**src/rtl/mml_pkg.sv**
```systemverilog
package mml_pkg;
    localparam int LINE_N       = 4;
    localparam int IDX_CTS      = 0;
    localparam int IDX_DSR      = 1;
    localparam int IDX_RI       = 2;
    localparam int IDX_DCD      = 3;
    localparam int WAKE_OFF_BIT = LINE_N;
    localparam int LIVE_W       = LINE_N + 1;

    typedef enum logic [0:0] {
        IRQ_IDLE = 1'b0,
        IRQ_PEND = 1'b1
    } irq_state_e;
endpackage

```
**src/rtl/mml_line_edge.sv**
```systemverilog
module mml_line_edge #(
    parameter int SYNC_STAGES = 2,
    parameter bit TRAIL_ONLY  = 1'b0
) (
    input  logic clk,
    input  logic rst_n,
    input  logic line_i,
    output logic event_o
);
    logic [SYNC_STAGES-1:0] sync_q;
    logic                   prev_q;
    logic                   cur;

    assign cur = sync_q[SYNC_STAGES-1];

    always_ff @(posedge clk or negedge rst_n) begin
        if (!rst_n) begin
            sync_q <= '0;
            prev_q <= 1'b0;
        end else begin
            sync_q <= {sync_q[SYNC_STAGES-2:0], line_i};
            prev_q <= cur;
        end
    end

    generate
        if (TRAIL_ONLY) begin : g_trail
            assign event_o = prev_q & ~cur;
        end else begin : g_any
            assign event_o = prev_q ^ cur;
        end
    endgenerate
endmodule

```
**src/rtl/mml_mask_reg.sv**
```systemverilog
module mml_mask_reg #(
    parameter int MASK_W = 8,
    parameter int LIVE_W = 5
) (
    input  logic              clk,
    input  logic              rst_n,
    input  logic              wr_i,
    input  logic [MASK_W-1:0] wdata_i,
    output logic [LIVE_W-1:0] mask_o,
    output logic [MASK_W-1:0] rdata_o
);
    localparam int RESV_W = MASK_W - LIVE_W;

    logic [LIVE_W-1:0] mask_q;
    logic              unused_resv;

    assign unused_resv = ^wdata_i[MASK_W-1:LIVE_W];

    always_ff @(posedge clk or negedge rst_n) begin
        if (!rst_n) begin
            mask_q <= '0;
        end else if (wr_i) begin
            mask_q <= wdata_i[LIVE_W-1:0];
        end
    end

    assign mask_o  = mask_q;
    assign rdata_o = {{RESV_W{1'b0}}, mask_q};
endmodule

```
**src/rtl/mml_delta_latch.sv**
```systemverilog
module mml_delta_latch #(
    parameter int N = 4
) (
    input  logic         clk,
    input  logic         rst_n,
    input  logic [N-1:0] event_i,
    input  logic         clr_i,
    output logic [N-1:0] flags_o
);
    logic [N-1:0] flags_q;

    always_ff @(posedge clk or negedge rst_n) begin
        if (!rst_n) begin
            flags_q <= '0;
        end else begin
            flags_q <= (clr_i ? '0 : flags_q) | event_i;
        end
    end

    assign flags_o = flags_q;
endmodule

```
**src/rtl/mml_irq_fsm.sv**
```systemverilog
module mml_irq_fsm
    import mml_pkg::*;
(
    input  logic clk,
    input  logic rst_n,
    input  logic pending_i,
    output logic irq_o
);
    irq_state_e state_q;
    irq_state_e state_d;

    always_ff @(posedge clk or negedge rst_n) begin
        if (!rst_n) begin
            state_q <= IRQ_IDLE;
        end else begin
            state_q <= state_d;
        end
    end

    always_comb begin
        state_d = state_q;
        unique case (state_q)
            IRQ_IDLE: if (pending_i)  state_d = IRQ_PEND;
            IRQ_PEND: if (!pending_i) state_d = IRQ_IDLE;
            default:  state_d = IRQ_IDLE;
        endcase
    end

    always_comb begin
        irq_o = 1'b0;
        unique case (state_q)
            IRQ_IDLE: irq_o = 1'b0;
            IRQ_PEND: irq_o = 1'b1;
            default:  irq_o = 1'b0;
        endcase
    end
endmodule

```
**src/rtl/modem_wake_mask.sv**
```systemverilog
module modem_wake_mask
    import mml_pkg::*;
#(
    parameter int SYNC_STAGES = 2,
    parameter int MASK_W      = 8
) (
    input  logic              clk,
    input  logic              rst_n,
    input  logic              cts_i,
    input  logic              dsr_i,
    input  logic              ri_i,
    input  logic              dcd_i,
    input  logic              ier_modem_en_i,
    input  logic              msr_rd_i,
    input  logic              mask_wr_i,
    input  logic [MASK_W-1:0] mask_wdata_i,
    output logic [MASK_W-1:0] mask_rdata_o,
    output logic [LINE_N-1:0] delta_flags_o,
    output logic              irq_o,
    output logic              wake_o
);
    logic [LINE_N-1:0] lines;
    logic [LINE_N-1:0] events;
    logic [LINE_N-1:0] src_en;
    logic [LIVE_W-1:0] mask;
    logic              pending;

    assign lines = {dcd_i, ri_i, dsr_i, cts_i};

    generate
        for (genvar g = 0; g < LINE_N; g++) begin : g_line
            mml_line_edge #(
                .SYNC_STAGES(SYNC_STAGES),
                .TRAIL_ONLY (g == IDX_RI)
            ) edge_i (
                .clk    (clk),
                .rst_n  (rst_n),
                .line_i (lines[g]),
                .event_o(events[g])
            );
        end
    endgenerate

    mml_mask_reg #(
        .MASK_W(MASK_W),
        .LIVE_W(LIVE_W)
    ) mask_i (
        .clk    (clk),
        .rst_n  (rst_n),
        .wr_i   (mask_wr_i),
        .wdata_i(mask_wdata_i),
        .mask_o (mask),
        .rdata_o(mask_rdata_o)
    );

    mml_delta_latch #(
        .N(LINE_N)
    ) latch_i (
        .clk    (clk),
        .rst_n  (rst_n),
        .event_i(events),
        .clr_i  (msr_rd_i),
        .flags_o(delta_flags_o)
    );

    assign src_en  = ~mask[LINE_N-1:0];
    assign pending = ier_modem_en_i & |(delta_flags_o & src_en);
    assign wake_o  = ~mask[WAKE_OFF_BIT] & |(events & src_en);

    mml_irq_fsm fsm_i (
        .clk      (clk),
        .rst_n    (rst_n),
        .pending_i(pending),
        .irq_o    (irq_o)
    );
endmodule

```
**config.mk**
```make
export PLATFORM = sky130hd
export DESIGN_NAME = modem_wake_mask
export DESIGN_NICKNAME = d
export VERILOG_FILES = /design/src/rtl/mml_pkg.sv /design/src/rtl/mml_line_edge.sv /design/src/rtl/mml_mask_reg.sv /design/src/rtl/mml_delta_latch.sv /design/src/rtl/mml_irq_fsm.sv /design/src/rtl/modem_wake_mask.sv
export SDC_FILE = /design/constraint.sdc
export NUM_CORES = 1
export LEC_CHECK = 0
export ABC_AREA = 1
export BUFFER_PORTS_ARGS = -buffer_cell sky130_fd_sc_hd__buf_2
export CAP_MARGIN = 10
export CORE_ASPECT_RATIO = 1.4
export CORE_MARGIN = 2
export CORE_UTILIZATION = 30
export DETAILED_ROUTE_END_ITERATION = 12
export PLACE_DENSITY_LB_ADDON = 0.1
export SLEW_MARGIN = 30
export SYNTH_ARGS = -nofsm -noshare
export SYNTH_HDL_FRONTEND = slang
export SYNTH_SLANG_ARGS = --single-unit
export TNS_END_PERCENT = 1
```
**constraint.sdc**
```tcl
create_clock -name clk -period 1 [get_ports clk]
set_input_delay 0 -clock clk [delete_from_list [all_inputs] [get_ports clk]]
set_output_delay 0 -clock clk [all_outputs]
set_load 0.02 [all_outputs]
```
==> results.sh <==
export IMPL_critical_path_max_stage_delay_ps=390
export IMPL_syn_inst=78
export IMPL_clock_sinks=22
export IMPL_die_w_um=47.9
export IMPL_violations="setup timing"
export IMPL_ys_warn_count=0
export IMPL_firstDrtPassIters=3
export IMPL_antenna_cells=0
export IMPL_stdcell_area_um2=1140
export IMPL_ys_seq_elements=22
export IMPL_postPlaceCellArea_um2=950
export IMPL_grt_usage_pct=10.7
export IMPL_finClkSkew_ps=0.992
export IMPL_hp_start="mask_wr_i"
export IMPL_synth_top_area_share_pct=67.9
export IMPL_dpl_hpwl_um=1020
export IMPL_grt_ovfl_total=0
export IMPL_syn_to_final_growth_pct=40.6
export IMPL_ios=31
export IMPL_num_rows=22
export IMPL_timing_final_crit_period_ps=1250
export IMPL_power_frac_clock_pct=23.0
export IMPL_numPortBuffers=24
export IMPL_final_cells=155
export IMPL_cts_path_max_buffers=2
export IMPL_yosysTopAreaCell="dfrtp_1"
export IMPL_r2r_end="latch_i.flags_o[0]"
export IMPL_dp_cells=136
export IMPL_cts_tree="done"
export IMPL_synthTopCellsByCount="22 x dfrtp_1, 16 x inv_1, 16 x nand2_1"
export IMPL_slew_viol_final=0
export IMPL_synth_edf_count=0
export IMPL_combPwrFrac_pct=18.1
export IMPL_layout_drive_gt1_share_pct=31.1
export IMPL_gr_usage_met1_pct=12.3
export IMPL_fp_dieArea_um2=3140
export IMPL_ys_flop_type="dfrtp_1"
export IMPL_wirelength_um=1420
export IMPL_via_count=627
export IMPL_cp_required_ps=1000
export IMPL_grt_max_degree=23
export IMPL_rsz0062_at_grt="true"
export IMPL_irDropWorstVdd_mv=0.731
export IMPL_grt_busiest_layer="met2"
export IMPL_grt_pass1_wl_um=2330
export IMPL_vias_per_cell=4.05
export IMPL_rrSetupSlack_ps=100
export IMPL_ys_types=11
export IMPL_grt_use_met2_pct=16.8
export IMPL_core_area_um2=2590
export IMPL_synthArstFlopShare_pct=100
export IMPL_setup_violations=1
export IMPL_worst_slack_ps=-247
export IMPL_crit_end="wake_o"
export IMPL_period_share_pct=125
export IMPL_first_global_vias=586
export IMPL_clk_latency_ps=290
export IMPL_reg2reg_from="g_line[0].edge_i.sync_q[1]"
export IMPL_critPathLaunch="g_line[0].edge_i.sync_q[1]"
export IMPL_critPathSlowestCell="dfrtp_1"
export IMPL_internal_power_uw=1220
export IMPL_fmax_mhz=802
export IMPL_hold_viol_final=0
export IMPL_synth_most_common_cell="dfrtp_1"
export IMPL_leakagePower_uw=0.000616
export IMPL_reg2reg_depth=5
export IMPL_worstPathCellList="inv_1 > nand2_2 > nand3_2 > nand2_2 > nor2_2 > nor2_1 > buf_4"
export IMPL_switching_share_pct=26.6
export IMPL_clkTransAtPathRegs_ps=110
export IMPL_use_met3_pct=1.65
export IMPL_drc=0
export IMPL_cp_common_cell="nand2_2"
export IMPL_synth_area_leaders="dfrtp_1 68%, inv_1 7.4%, nand2_1 7.4%"
export IMPL_setup_worst_path_start_class="register"
export IMPL_crit_type="reg -> out"
export IMPL_place_congestion=0.715
export IMPL_ys_seq_area_share_pct=67.9
export IMPL_nets=138
export IMPL_antenna_found_initial=0
export IMPL_antenna_left=0
export IMPL_whs_ps=24.5
export IMPL_seq_power_share_pct=58.9
export IMPL_start_util_pct=31.3
export IMPL_maxCapViolCount=0
export IMPL_final_util_pct=44.1
export IMPL_cp_data_arrival_time_ps=1250
export IMPL_hold_class="in -> reg"
export IMPL_power_density_nw_per_um2=1460
export IMPL_status="finished with violations"
export IMPL_routedWlPerCell_um=9.17
export IMPL_die_h_um=65.5
export IMPL_end_kind="primary output"
export IMPL_synth_area_per_cell_um2=10.4
export IMPL_syn_cell_area_um2=811
export IMPL_path_max_fanout=3
export IMPL_p_total_uw=1660
export IMPL_clock_root_buffer="clkbuf_4"
export IMPL_cts_buffers=3
export IMPL_cts_max_level=1
export IMPL_p_switching_uw=443
export IMPL_drtIter0Drc=6
power groups by stage:
stage / Clock [uW] / Combinational [uW] / Sequential (uW)
2_1_floorplan: 0 / 109 / 1040
3_3_place_gp: 0 / 245 / 997
3_5_place_dp: 0 / 246 / 999
4_1_cts: 405 / 293 / 981
5_1_grt: 437 / 338 / 989
6_report: 382 / 301 / 981
worst min-delay path by stage:
stage,endpoint,cells past startpoint,slack (ps)
after global routing,mask_i.mask_o[2],3,30
after floorplan,fsm_i.state_q,0,-300
after CTS,mask_i.mask_o[2],3,20
after detailed placement,latch_i.flags_o[0],1,-5
final,mask_i.mask_o[2],3,20
after global placement,latch_i.flags_o[0],1,-9
per-layer routing:
| layer | wire length [um] | share of wire (%) | up-vias |
|---|---|---|---|
| li1 | - | - | 315 |
| met1 | 613 | 43 | 287 |
| met2 | 697 | 49 | 21 |
| met3 | 71 | 5.0 | 4 |
| met4 | 39 | 2.7 | 0 |
| met5 | 0 | 0 | - |
flip-flops by register name (all words and copies together), names as in the netlist:
name                  count
g_line.edge_i.prev_q      4
latch_i.flags_o           4
g_line.edge_i.sync_q      8
fsm_i.state_q             1
mask_i.mask_o             5
stage by stage:
stage	TNS [ps]	worst slack, ps
after CTS	-266	-266
final	-247	-247
after global placement	0	87.4
after floorplan	0	29.0
after detailed placement	0	79.0
after global routing	-368	-368
placed cells by master (no fill, tap or decap):
cell,n
buf_2,23
buf_4,5
clkbuf_4,3
conb_1,3
dfrtp_1,22
dlygate4sd3_1,12
inv_1,16
mux2_4,1
nand2_1,13
nand2_2,3
nand3_1,2
nand3_2,1
nor2_1,4
nor2_2,1
o21ai_0,7
o22ai_1,3
logic make-up (layout without fill, tap and decap cells):
| group | after synthesis | in the layout | share of synthesized area (%) |
|---|---|---|---|
| simple gates | 24 | 24 | 11.6 |
| flops | 22 | 22 | 67.9 |
| buf+inv | 20 | 59 | 11.6 |
| compound gates | 10 | 10 | 6.64 |
| other cells | 1 | 3 | 0.463 |
| mux | 1 | 1 | 1.85 |
repair_timing:
item                       CTS  global route
hold buffers                12             0
pin swaps                    0             3
hold endpoints to repair    36             0
setup buffers                2             2
resized for setup            1             5
setup endpoints to repair    1             1
worst max-delay path, delay by kind of cell, from the launching register on:
| kind | cells | cell delay [ps] |
|---|---|---|
| buffers and inverters | 2 | 210 |
| DFF | 1 | 390 |
| and+or+nand+nor | 5 | 340 |
layout make-up:
type / count / area [um2]
Sequential cell: 22 / 551
Clock buffer: 3 / 22.5
Timing Repair Buffer: 40 / 273
Multi-Input combinational cell: 38 / 189
Fill cell: 291 / 1450
Inverter: 16 / 60.1
Tap cell: 36 / 45.0
Power figures use the tool's default switching activity.
